<file path="src/rtl/exc_pkg.sv">
package exc_pkg;

    typedef enum logic [2:0] {
        EXC_NONE  = 3'd0,
        EXC_RESET = 3'd1,
        EXC_TRACE = 3'd2,
        EXC_IRQ   = 3'd3,
        EXC_TRAP  = 3'd4
    } exc_kind_e;

    localparam int unsigned KIND_W = 3;

endpackage

</file>
<file path="src/rtl/exc_gate.sv">
// Boundary detection and per-source eligibility filtering.
module exc_gate #(
    parameter int unsigned MODE_W     = 2,
    parameter int unsigned TRACE_MODE = 2
) (
    input  logic              busy,
    input  logic              post_rst,
    input  logic              insn_end,
    input  logic              seq_done,
    input  logic              cls_rte,
    input  logic              cls_flagmod,
    input  logic [MODE_W-1:0] icmode,
    input  logic              trace_flag,
    input  logic              irq_req,
    input  logic              trap_stb,
    output logic              boundary,
    output logic              trace_ok,
    output logic              irq_ok,
    output logic              trap_ok
);
    logic insn_path;
    logic mode_match;

    always_comb begin
        insn_path  = !busy;
        boundary   = busy ? seq_done : insn_end;
        mode_match = (icmode == MODE_W'(TRACE_MODE));
        trace_ok   = boundary && trace_flag && mode_match
                     && !(insn_path && cls_rte);
        irq_ok     = boundary && irq_req && !post_rst
                     && !(insn_path && cls_flagmod);
        trap_ok    = insn_path && trap_stb;
    end

endmodule

</file>
<file path="src/rtl/exc_pick.sv">
// Fixed-priority selection among eligible sources and vector formation.
module exc_pick
    import exc_pkg::*;
#(
    parameter int unsigned VEC_W        = 8,
    parameter int unsigned IRQ_VEC_W    = 7,
    parameter int unsigned TRAP_NUM_W   = 2,
    parameter int unsigned TRACE_VECTOR = 5,
    parameter int unsigned TRAP_BASE    = 8
) (
    input  logic                  trace_ok,
    input  logic                  irq_ok,
    input  logic                  trap_ok,
    input  logic [IRQ_VEC_W-1:0]  irq_vec,
    input  logic [TRAP_NUM_W-1:0] trap_num,
    output logic                  pick_valid,
    output exc_kind_e             pick_kind,
    output logic [VEC_W-1:0]      pick_vec
);
    logic [VEC_W-1:0] irq_vec_ext;
    logic [VEC_W-1:0] trap_vec;

    generate
        if (IRQ_VEC_W < VEC_W) begin : g_irq_widen
            assign irq_vec_ext = {{(VEC_W-IRQ_VEC_W){1'b0}}, irq_vec};
        end else begin : g_irq_fit
            assign irq_vec_ext = irq_vec[VEC_W-1:0];
        end
    endgenerate

    assign trap_vec = VEC_W'(TRAP_BASE) + VEC_W'(trap_num);

    always_comb begin
        pick_valid = 1'b1;
        pick_kind  = EXC_NONE;
        pick_vec   = '0;
        if (trace_ok) begin
            pick_kind = EXC_TRACE;
            pick_vec  = VEC_W'(TRACE_VECTOR);
        end else if (irq_ok) begin
            pick_kind = EXC_IRQ;
            pick_vec  = irq_vec_ext;
        end else if (trap_ok) begin
            pick_kind = EXC_TRAP;
            pick_vec  = trap_vec;
        end else begin
            pick_valid = 1'b0;
        end
    end

endmodule

</file>
<file path="src/rtl/exc_arbiter.sv">
module exc_arbiter
    import exc_pkg::*;
#(
    parameter int unsigned VEC_W        = 8,
    parameter int unsigned IRQ_VEC_W    = 7,
    parameter int unsigned TRAP_NUM_W   = 2,
    parameter int unsigned MODE_W       = 2,
    parameter int unsigned TRACE_MODE   = 2,
    parameter int unsigned TRACE_VECTOR = 5,
    parameter int unsigned TRAP_BASE    = 8
) (
    input  logic                  clk,
    input  logic                  res_pin_n,
    input  logic                  wdt_ovf,
    input  logic                  trace_flag,
    input  logic                  irq_req,
    input  logic [IRQ_VEC_W-1:0]  irq_vec,
    input  logic                  trap_stb,
    input  logic [TRAP_NUM_W-1:0] trap_num,
    input  logic                  insn_end,
    input  logic                  seq_done,
    input  logic                  cls_rte,
    input  logic                  cls_flagmod,
    input  logic [MODE_W-1:0]     icmode,
    output logic                  take_exc,
    output logic [KIND_W-1:0]     exc_kind,
    output logic [VEC_W-1:0]      exc_vec,
    output logic                  rst_hold
);
    typedef struct packed {
        logic             in_reset;
        logic             busy;
        logic             post_rst;
        logic             take;
        exc_kind_e        kind;
        logic [VEC_W-1:0] vec;
    } arb_state_t;

    localparam arb_state_t RESET_STATE = '{
        in_reset: 1'b1, busy: 1'b0, post_rst: 1'b1, take: 1'b0,
        kind: EXC_RESET, vec: '0
    };

    arb_state_t st_q, st_d;

    logic             boundary;
    logic             trace_ok, irq_ok, trap_ok;
    logic             pick_valid;
    exc_kind_e        pick_kind;
    logic [VEC_W-1:0] pick_vec;

    exc_gate #(
        .MODE_W     (MODE_W),
        .TRACE_MODE (TRACE_MODE)
    ) u_gate (
        .busy        (st_q.busy),
        .post_rst    (st_q.post_rst),
        .insn_end    (insn_end),
        .seq_done    (seq_done),
        .cls_rte     (cls_rte),
        .cls_flagmod (cls_flagmod),
        .icmode      (icmode),
        .trace_flag  (trace_flag),
        .irq_req     (irq_req),
        .trap_stb    (trap_stb),
        .boundary    (boundary),
        .trace_ok    (trace_ok),
        .irq_ok      (irq_ok),
        .trap_ok     (trap_ok)
    );

    exc_pick #(
        .VEC_W        (VEC_W),
        .IRQ_VEC_W    (IRQ_VEC_W),
        .TRAP_NUM_W   (TRAP_NUM_W),
        .TRACE_VECTOR (TRACE_VECTOR),
        .TRAP_BASE    (TRAP_BASE)
    ) u_pick (
        .trace_ok   (trace_ok),
        .irq_ok     (irq_ok),
        .trap_ok    (trap_ok),
        .irq_vec    (irq_vec),
        .trap_num   (trap_num),
        .pick_valid (pick_valid),
        .pick_kind  (pick_kind),
        .pick_vec   (pick_vec)
    );

    always_comb begin
        st_d      = st_q;
        st_d.take = 1'b0;
        // The sequence-end boundary consumes the post-reset interrupt block.
        if (st_q.busy && seq_done) begin
            st_d.busy     = 1'b0;
            st_d.post_rst = 1'b0;
        end
        if (st_q.in_reset || wdt_ovf) begin
            st_d.in_reset = 1'b0;
            st_d.busy     = 1'b1;
            st_d.post_rst = 1'b1;
            st_d.take     = 1'b1;
            st_d.kind     = EXC_RESET;
            st_d.vec      = '0;
        end else if (pick_valid) begin
            st_d.busy = 1'b1;
            st_d.take = 1'b1;
            st_d.kind = pick_kind;
            st_d.vec  = pick_vec;
        end
    end

    always_ff @(posedge clk) begin
        if (!res_pin_n) begin
            st_q <= RESET_STATE;
        end else begin
            st_q <= st_d;
        end
    end

    assign take_exc = st_q.take;
    assign exc_kind = st_q.kind;
    assign exc_vec  = st_q.vec;
    assign rst_hold = st_q.in_reset;

endmodule

</file>
<file path="config.mk">
export PLATFORM = sky130hd
export DESIGN_NAME = exc_arbiter
export DESIGN_NICKNAME = d
export VERILOG_FILES = /design/src/rtl/exc_pkg.sv /design/src/rtl/exc_gate.sv /design/src/rtl/exc_pick.sv /design/src/rtl/exc_arbiter.sv
export SDC_FILE = /design/constraint.sdc
export NUM_CORES = 1
export LEC_CHECK = 0
export BUFFER_PORTS_ARGS = -buffer_cell sky130_fd_sc_hd__buf_2
export CORE_MARGIN = 1.5
export CORE_UTILIZATION = 25
export CTS_CLUSTER_SIZE = 12
export DETAILED_ROUTE_END_ITERATION = 12
export PLACE_DENSITY = 0.58
export SLEW_MARGIN = 20
export SYNTH_ARGS = -nofsm -noshare
export SYNTH_HDL_FRONTEND = slang
export SYNTH_SLANG_ARGS = --single-unit
</file>
<file path="constraint.sdc">
create_clock -name clk -period 3.35 [get_ports clk]
set_input_delay 0.67 -clock clk [delete_from_list [all_inputs] [get_ports clk]]
set_output_delay 0.67 -clock clk [all_outputs]
set_load 0.05 [all_outputs]
</file>
==> metrics.yaml, run 1 <==
outcome: "finished clean"
critical_path_class: "input pin to register"
grt-busiest-layer: "met2"
report.final.hold_viol_count: 0
synthTopCellsByArea: "sky130_fd_sc_hd__dfxtp_1 (48%), sky130_fd_sc_hd__nand2_1 (7.7%), sky130_fd_sc_hd__a21oi_1 (4.3%)"
met2_usage_grt: 0.197
number_of_input_and_output_port_buffers_inserted: 32
post_drt_via_cell_ratio: 4.61
clk_pin_slew_ns: 0.09
layout_cell_share_with_drive_strength_beyond_1: 0.394
grt_setup_unrepaired: "false"
synth.net_count: 87
antenna_left: 0
remaining_drc_errors: 0
finalNetCount: 121
maxSlewViolCount: 0
setup_clock_skew_after_layout_ns: 0.00645
h_tree_depth: 1
final.hold.worst_slack_ns: 0.469
cts_root_buffer: "sky130_fd_sc_hd__clkbuf_4"
max-vdd-ir-drop_mv: 0.235
final_period_minus_worst_setup_slack_ns: 1.77
launch_instance_of_the_worst_min_delay_path: "exc_vec[4]"
cts-buffers-inserted: 3
clock_latency_ns: 0.28
worstReg2RegStart: "st_q[13]"
cellPowerDensity_mw_per_mm2: 425
groute.usage.overall: 0.121
yosysWarningCount: 0
synthDominantAreaCellType: "sky130_fd_sc_hd__dfxtp_1"
post-dp-hpwl_um: 1070
n_fill_cell: 243
max_cap_violations: 0
pin_count: 34
startpoint_type: "input pin"
worstSetupEndpointType: "register"
synthCells: 66
avgRoutedWirePerCell_um: 11.0
slew_headroom: 0.664
setup-violations-final: 0
post_cts_buffers: 0
cts_tree: "built"
vias_in_the_first_global_route: 548
netlist.area_leader.share: 0.481
critical_path.cell_chain: "buf_2 > or3b_2 > a211o_1 > nand3_1 > a211oi_1"
grt_pass1_wl_um: 2330
antenna_found_initial: 0
totalWireLength_um: 1390
fp.coreArea_mm2: 0.00221
crit_path_max_fanout: 7
worst_ep_arrival_time_ns: 1.91
worst_max_slew_pin_slew_ns: 0.502
slowest_stage_cell_on_the_critical_path: "sky130_fd_sc_hd__or3b_2"
die-width_um: 51.3
post_synth_num_cell_types: 21
leakagePower_nw: 0.376
1st_iter_drt_viols: 5
fp-row-count: 17
postSynthAreaPerCell_um2: 8.83
max_freq_mhz: 566
postLayoutSetupSlackWorst_ns: 1.58
use_met3: 0.0292
finalCritPeriodShare: 0.527
initial_utilization: 0.264
worst_ep_required_time_ns: 3.50
gp_routability_congestion: 0.749
firstDrtPassIters: 2
floorplan.die.height_um: 51.3
synth.ff_latch_count: 14
areaGrowthSynthToFinish_pct: 35.8
yosysSeqAreaShare: 0.481
insertedDiodeCount: 0
dp_worst_setup_slack_ns: 1.27
cts.path.max_buffers: 2
cts_hold_repair.buffers: 0
globalRouteMet1Util: 0.146
slowest_delay_ns: 0.43
die_area_mm2: 0.00263
syn-cell-area_um2: 583
worstHoldPathType: "register to register"
detailroute.via_count: 585
cts_sinks: 14
gr-total-overflow: 0
pin_count_of_the_biggest_net_entering_global_routing: 14
worstSetupStartpoint: "cls_rte"
postCtsResizedCells: 0
setup_total_negative_slack_ns: 0
## power by group
group	internal [mW]	switching, mW	total, mW	leakage [nW]
combinational	0.0168	0.0283	0.0451	0.240
sequential	0.170	0.00224	0.173	0.114
clock	0.0660	0.0529	0.119	0.0210
## flip-flops by register name (all words and copies together), names as in the netlist
name / cells
rst_hold: 1
exc_kind: 3
take_exc: 1
exc_vec: 7
st_q: 2
## per-stage QoR
step	utilization	area [µm²]	std cells	total power [mW]
finish	0.358	792	127	0.337
global route	0.358	792	127	0.356
CTS	0.358	792	127	0.344
detailed placement	0.342	756	123	0.222
global placement	0.342	756	123	0.221
floorplan	-	583	66	0.205
## cell families (layout without fill, tap and decap cells)
family / count (synthesis) / in the layout / share of synthesized area
AND/OR/NAND/NOR: 23 / 23 / 0.180
other: 1 / 1 / 0.00643
multiplexers: 3 / 3 / 0.0536
AO/OA/AOI/OAI: 17 / 17 / 0.208
buffers and inverters: 8 / 41 / 0.0708
flip-flops: 14 / 14 / 0.481
## final cells by class
cell class,instances,area [µm²],area share
multi-input cells,44,262,0.330
repair buffers,32,160,0.202
clock buffers,4,36.3,0.0458
well taps,28,35.0,0.0442
inverters,5,18.8,0.0237
flip-flops and latches,14,280,0.354
## cell usage in the layout, fill, tap and decap left out, types with 2 or more instances in the layout
| cell | n |
|---|---|
| sky130_fd_sc_hd__nand3_1 | 5 |
| sky130_fd_sc_hd__clkbuf_4 | 3 |
| sky130_fd_sc_hd__nor2_1 | 3 |
| sky130_fd_sc_hd__a31oi_1 | 3 |
| sky130_fd_sc_hd__a211oi_1 | 3 |
| sky130_fd_sc_hd__dfxtp_1 | 14 |
| sky130_fd_sc_hd__a21oi_1 | 5 |
| sky130_fd_sc_hd__inv_1 | 5 |
| sky130_fd_sc_hd__a211o_1 | 2 |
| sky130_fd_sc_hd__mux2i_1 | 2 |
| sky130_fd_sc_hd__buf_2 | 32 |
| sky130_fd_sc_hd__a21o_1 | 2 |
| sky130_fd_sc_hd__nand2_1 | 12 |
## critical path, delay by kind of cell
family	cells	cell delay, ns
compound gates	2	0.47
buf+inv	1	0.10
simple gates	2	0.68
## Yosys cell counts
| cell | count |
|---|---|
| sky130_fd_sc_hd__dfxtp_1 | 14 |
| sky130_fd_sc_hd__nand2_1 | 12 |
| sky130_fd_sc_hd__a21oi_1 | 5 |
| sky130_fd_sc_hd__inv_1 | 5 |
| sky130_fd_sc_hd__nand3_1 | 5 |
| sky130_fd_sc_hd__a211oi_1 | 3 |
| sky130_fd_sc_hd__a31oi_1 | 3 |
| sky130_fd_sc_hd__nor2_1 | 3 |
| sky130_fd_sc_hd__a211o_1 | 2 |
| sky130_fd_sc_hd__a21o_1 | 2 |
| sky130_fd_sc_hd__mux2i_1 | 2 |
| sky130_fd_sc_hd__a311oi_2 | 1 |
| sky130_fd_sc_hd__buf_4 | 1 |
| sky130_fd_sc_hd__buf_6 | 1 |
| sky130_fd_sc_hd__clkbuf_1 | 1 |
| sky130_fd_sc_hd__conb_1 | 1 |
| sky130_fd_sc_hd__mux2_2 | 1 |
| sky130_fd_sc_hd__nand2b_1 | 1 |
| sky130_fd_sc_hd__o21a_1 | 1 |
| sky130_fd_sc_hd__or3b_1 | 1 |
| sky130_fd_sc_hd__or3b_2 | 1 |
## routing by layer
layer | wire length (µm) | vias to the layer above
met3 | 75 | 2
met1 | 600 | 276
met4 | 16 | 0
met2 | 702 | 14
li1 | - | 293
met5 | 0 | -
## path summary, 6_finish.rpt
path,end,slack [ns],cells past startpoint
setup / recovery,exc_vec[1],1.58,5
hold / removal,exc_vec[4],0.47,2
setup reg to reg,exc_vec[1],1.70,4
hold reg to reg,exc_vec[4],0.47,2
Power figures use the tool's default switching activity.
==> inputs of run 2 (changes only) <==
--- a/config.mk
+++ b/config.mk
@@ -5,12 +5,13 @@
 export SDC_FILE = /design/constraint.sdc
 export NUM_CORES = 1
 export LEC_CHECK = 0
+export ABC_AREA = 1
 export BUFFER_PORTS_ARGS = -buffer_cell sky130_fd_sc_hd__buf_2
 export CORE_MARGIN = 1.5
 export CORE_UTILIZATION = 25
 export CTS_CLUSTER_SIZE = 12
 export DETAILED_ROUTE_END_ITERATION = 12
-export PLACE_DENSITY = 0.58
+export PLACE_DENSITY = 0.57
 export SLEW_MARGIN = 20
 export SYNTH_ARGS = -nofsm -noshare
 export SYNTH_HDL_FRONTEND = slang
==> constraint.sdc (replaced) <==
create_clock -name clk -period 1.45 [get_ports clk]
set_input_delay 0.29 -clock clk [delete_from_list [all_inputs] [get_ports clk]]
set_output_delay 0.29 -clock clk [all_outputs]
set_load 0.05 [all_outputs]
==> run 2 against run 1 <==
- sequential power is 130% higher
- combinational power grew to 3.4 times the previous value
- die area is 21% higher
- critical path type is now register to register
- highest routed layer unchanged
- critical path depth is 4 higher
- final area is 19% higher
- total power is 150% higher
==> metrics.yaml, run 2 <==
setup_clock_skew_after_layout_ns: 0.000332
grt_setup_unrepaired: "false"
groute.usage.overall: 0.113
setup-violations-final: 0
final_standard_cell_area_without_fillers_um2: 941
cts_root_buffer: "sky130_fd_sc_hd__clkbuf_4"
synthTopCellsByArea: "sky130_fd_sc_hd__dfxtp_1 (39%), sky130_fd_sc_hd__nand2_1 (12%), sky130_fd_sc_hd__nand4_1 (8.8%)"
pin_count: 34
r2r_setup_slack_ns: 0.17
cts.path.max_buffers: 2
post-dp-hpwl_um: 1380
worstReg2RegStart: "st_q[13]"
crit_path_max_fanout: 12
vias_in_the_first_global_route: 684
p_int_uw: 599
worst_ep_required_time_ns: 1.63
worstHoldPathCells: 2
seq_area_um2: 280
synth_enable_flop_cells: 0
remaining_drc_errors: 0
syn-cell-area_um2: 711
gp_routability_congestion: 0.786
cts-buffers-inserted: 3
slowest_stage_cell_on_the_critical_path: "sky130_fd_sc_hd__dfxtp_1"
yosysSeqAreaShare: 0.394
totalWireLength_um: 1740
synthCells: 96
number_of_input_and_output_port_buffers_inserted: 32
max-vdd-ir-drop_mv: 0.478
clk_pin_slew_ns: 0.08
leakagePower_nw: 0.513
largest_reg_flops: 7
insertedDiodeCount: 0
synth.ff_latch_count: 14
combinational_share_of_power: 0.184
max_freq_mhz: 782
yosysWarningCount: 0
pin_count_of_the_biggest_net_entering_global_routing: 13
critical_path.cell_chain: "inv_2 > nand2_4 > nand2_4 > nand2_4 > nand2_1 > nor2_2 > nand2_1 > nand2_1 > nand2_1"
critical_path_class: "register to register"
antenna_left: 0
h_tree_depth: 1
fp-row-count: 19
launch_instance_of_the_worst_min_delay_path: "res_pin_n"
1st_iter_drt_viols: 15
post_cts_buffers: 0
cts_sinks: 14
power.switching_uw: 230
post_drt_via_cell_ratio: 4.58
firstDrtPassIters: 4
synthDominantAreaCellType: "sky130_fd_sc_hd__dfxtp_1"
yosysMostFrequentCell: "sky130_fd_sc_hd__nand2_1"
startpoint_type: "register"
setup_total_negative_slack_ns: 0
power_switching_share: 0.278
die-width_um: 56.3
initial_utilization: 0.260
post_synth_num_cell_types: 20
finalNetCount: 154
synth.net_count: 117
cts_hold_repair.buffers: 0
worstSetupEndpointType: "register"
report.final.hold_viol_count: 0
total_power_uw: 829
worst_ep_arrival_time_ns: 1.46
mostFrequentLayoutCells: "sky130_fd_sc_hd__buf_2 (32), sky130_fd_sc_hd__nand2_1 (22), sky130_fd_sc_hd__dfxtp_1 (14)"
fp.coreArea_mm2: 0.00273
placed_cells_incl_taps: 159
layout_cell_share_with_drive_strength_beyond_1: 0.379
netlist.area_leader.share: 0.394
outcome: "finished clean"
post_synth_most_frequent_cells: "sky130_fd_sc_hd__nand2_1 (22), sky130_fd_sc_hd__dfxtp_1 (14), sky130_fd_sc_hd__inv_1 (12)"
floorplan.die.height_um: 56.3
avgRoutedWirePerCell_um: 10.7
die_area_mm2: 0.00317
timing.hold.worst_endpoint: "rst_hold"
final_period_minus_worst_setup_slack_ns: 1.28
final_common_cell: "sky130_fd_sc_hd__buf_2"
placed_area_um2: 905
finalNonFillerCells: 163
ys_async_sr_fraction: 0
crit_top_cell: "sky130_fd_sc_hd__nand2_1"
detailroute.via_count: 747
postSynthAreaPerCell_um2: 7.40
antenna_found_initial: 0
multi_input_comb_area_um2: 347
slowest_delay_ns: 0.37
worstHoldPathType: "input pin to register"
clock_latency_ns: 0.28
grt_pass1_wl_um: 2850
worst-r2r-cell-count: 9
finalCritPeriodShare: 0.882
share_clk_of_total_power: 0.333
worstSetupStartpoint: "st_q[13]"
max_cap_violations: 0
cellPowerDensity_mw_per_mm2: 881
gr-total-overflow: 0
share_seq_of_total_power: 0.482
timing.rr.end: "st_q[13]"
areaGrowthSynthToFinish_pct: 32.4
maxSlewViolCount: 0
postCtsResizedCells: 0
synthFlopType: "sky130_fd_sc_hd__dfxtp_1"
cts_tree: "built"
n_fill_cell: 297
## run 2: cell types whose count changed after synthesis, moves of 6 or more
cell,change
sky130_fd_sc_hd__inv_1,+7
sky130_fd_sc_hd__nand2_1,+10
sky130_fd_sc_hd__nand4_1,+10
sky130_fd_sc_hd__nor2_1,+6
## run 2: worst max-delay path, delay by kind of cell (launching register included)
family | cells | cell delay (ns)
AND/OR/NAND/NOR | 8 | 0.74
flip-flops | 1 | 0.37
buffers and inverters | 1 | 0.08
## run 2: power groups by stage
stage / Clock, mW / Combinational (mW) / Sequential [mW]
detailed placement: 0 / 0.154 / 0.409
CTS: 0.287 / 0.154 / 0.400
global placement: 0 / 0.151 / 0.409
global route: 0.303 / 0.167 / 0.401
floorplan: 0 / 0.0797 / 0.433
finish: 0.276 / 0.153 / 0.400
## run 2: through the flow
step | utilization | hold slack [ns] | setup WS [ns]
2_1_floorplan | - | 0.347 | 0.186
3_3_place_gp | 0.331 | 0.446 | 0.159
3_5_place_dp | 0.331 | 0.451 | 0.114
4_1_cts | 0.344 | 0.187 | 0.156
5_1_grt | 0.344 | 0.196 | 0.0552
6_report | 0.344 | 0.195 | 0.171
## run 2: logic make-up (layout without fill, tap and decap cells)
group           Yosys count  after routing  share of synthesized area
flops                    14             14                      0.394
simple gates             57             57                      0.428
other cells               1              1                    0.00528
buf+inv                  17             53                      0.118
compound gates            7              7                     0.0546
## run 2: how the worst max path moves through the flow
stage / endpoint / slack, ns / depth (start not counted)
finish: st_q[13] / 0.17 / 9
global route: st_q[13] / 0.06 / 9
CTS: st_q[13] / 0.16 / 9
detailed placement: st_q[13] / 0.11 / 9
global placement: st_q[13] / 0.16 / 9
floorplan: exc_kind[2] / 0.19 / 5
## run 2: area by class of cell
type,instances,share of cell area
multi-input cells,65,0.368
inverters,13,0.0519
well taps,31,0.0412
flip-flops and latches,14,0.298
clock buffers,4,0.0386
repair buffers,36,0.202
## run 2: routing by layer
layer / vias up / wire [µm] / GRT usage
met4: 0 / 13 / 0.0204
met2: 24 / 850 / 0.202
met5: - / 0 / 0
li1: 381 / - / -
met3: 2 / 115 / 0.0599
met1: 340 / 757 / 0.120
==> inputs of run 3 (changes only) <==
--- a/config.mk
+++ b/config.mk
@@ -11,7 +11,9 @@
 export CORE_UTILIZATION = 25
 export CTS_CLUSTER_SIZE = 12
 export DETAILED_ROUTE_END_ITERATION = 12
+export MAX_ROUTING_LAYER = met4
 export PLACE_DENSITY = 0.57
+export RECOVER_POWER = 50
 export SLEW_MARGIN = 20
 export SYNTH_ARGS = -nofsm -noshare
 export SYNTH_HDL_FRONTEND = slang
==> run 3 against run 2 <==
- hold slack gained 0.0040 ns
- routed wire length shrank 1.3%
- critical path depth is the same
- largest cell class unchanged
==> metrics.yaml, run 3 (synthesized netlist as in run 2, its figures left out) <==
worst-r2r-cell-count: 9
pin_count: 34
worstHoldPathType: "input pin to register"
die_area_mm2: 0.00317
worstHoldPathCells: 2
n_fill_cell: 297
pin_count_of_the_biggest_net_entering_global_routing: 13
startpoint_type: "register"
totalWireLength_um: 1710
1st_iter_drt_viols: 18
finalCritPeriodShare: 0.883
max-vdd-ir-drop_mv: 0.478
clk_pin_slew_ns: 0.08
slowest_delay_ns: 0.37
setup_clock_skew_after_layout_ns: 0.00224
finalNetCount: 154
grt_setup_unrepaired: "false"
layout_cell_share_with_drive_strength_beyond_1: 0.371
worst_ep_arrival_time_ns: 1.46
post_drt_via_cell_ratio: 4.56
clock_latency_ns: 0.28
antenna_found_initial: 0
areaGrowthSynthToFinish_pct: 32.2
worstSetupEndpointType: "register"
crit_path_max_fanout: 12
slowest_stage_cell_on_the_critical_path: "sky130_fd_sc_hd__dfxtp_1"
power.switching_uw: 229
worst_ep_required_time_ns: 1.63
power_switching_share: 0.277
grt_pass1_wl_um: 2860
die-width_um: 56.3
setup-violations-final: 0
fp.coreArea_mm2: 0.00273
mostFrequentLayoutCells: "sky130_fd_sc_hd__nand2_1 (22), sky130_fd_sc_hd__buf_2 (22), sky130_fd_sc_hd__dfxtp_1 (14)"
post-dp-hpwl_um: 1380
post_cts_buffers: 0
final_period_minus_worst_setup_slack_ns: 1.28
antenna_left: 0
maxSlewViolCount: 0
detailroute.via_count: 743
postCtsResizedCells: 0
max_freq_mhz: 781
crit_top_cell: "sky130_fd_sc_hd__nand2_1"
groute.usage.overall: 0.118
share_seq_of_total_power: 0.483
largest_reg_flops: 7
p_int_uw: 598
critical_path_class: "register to register"
setup_total_negative_slack_ns: 0
avgRoutedWirePerCell_um: 10.5
number_of_input_and_output_port_buffers_inserted: 32
combinational_share_of_power: 0.184
remaining_drc_errors: 0
cts-buffers-inserted: 3
max_cap_violations: 0
outcome: "finished clean"
leakagePower_nw: 0.504
cts_root_buffer: "sky130_fd_sc_hd__clkbuf_4"
vias_in_the_first_global_route: 683
fp-row-count: 19
r2r_setup_slack_ns: 0.17
final.hold.worst_slack_ns: 0.199
floorplan.die.height_um: 56.3
cts_sinks: 14
cellPowerDensity_mw_per_mm2: 880
gp_routability_congestion: 0.797
firstDrtPassIters: 4
report.final.hold_viol_count: 0
insertedDiodeCount: 0
h_tree_depth: 1
critical_path.cell_chain: "inv_2 > nand2_4 > nand2_4 > nand2_4 > nand2_1 > nor2_2 > nand2_1 > nand2_1 > nand2_1"
gr-total-overflow: 0
cts_hold_repair.buffers: 0
cts.path.max_buffers: 2
share_clk_of_total_power: 0.333
cts_tree: "built"
initial_utilization: 0.260
run 3: final timing paths:
check             from       end
max           st_q[13]  st_q[13]
min          res_pin_n  rst_hold
min reg2reg   st_q[12]  st_q[12]
max reg2reg   st_q[13]  st_q[13]
run 3: metrics by stage:
step / power (mW) / std cells / worst slack (ns) / area [µm²] / utilization
after global routing: 0.871 / 163 / 0.0481 / 940 / 0.344
after detailed placement: 0.563 / 159 / 0.114 / 905 / 0.331
final: 0.827 / 163 / 0.169 / 940 / 0.344
after floorplan: 0.513 / 96 / 0.186 / 711 / -
after CTS: 0.841 / 163 / 0.156 / 941 / 0.344
after global placement: 0.560 / 159 / 0.159 / 905 / 0.331
run 3: layout make-up:
cell class                 instances  area [µm²]  area share
timing repair buffer              36         189       0.201
multi-input combinational         65         347       0.369
tap                               31        38.8      0.0413
inverter                          13        48.8      0.0519
clock buffer                       4        36.3      0.0386
sequential                        14         280       0.298
run 3: worst max-delay path: cells and delay by family, from the launching register on:
kind	cells	cell delay (ns)
simple gates	8	0.74
flops	1	0.37
buf+inv	1	0.08
run 3: power by group through the flow:
stage	logic (mW)	registers, mW	clock network (mW)
6_report	0.152	0.400	0.276
5_1_grt	0.167	0.402	0.303
4_1_cts	0.154	0.400	0.287
3_5_place_dp	0.154	0.409	0
3_3_place_gp	0.151	0.409	0
2_1_floorplan	0.0797	0.433	0
run 3: metal layers:
metal | up-vias | share of wire | wire (µm) | global-route usage
li1 | 383 | - | - | -
met1 | 333 | 0.43 | 745 | 0.127
met2 | 25 | 0.50 | 852 | 0.202
met3 | 2 | 0.060 | 103 | 0.0530
met4 | 0 | 0.0076 | 13 | 0.0204
met5 | - | 0 | 0 | -
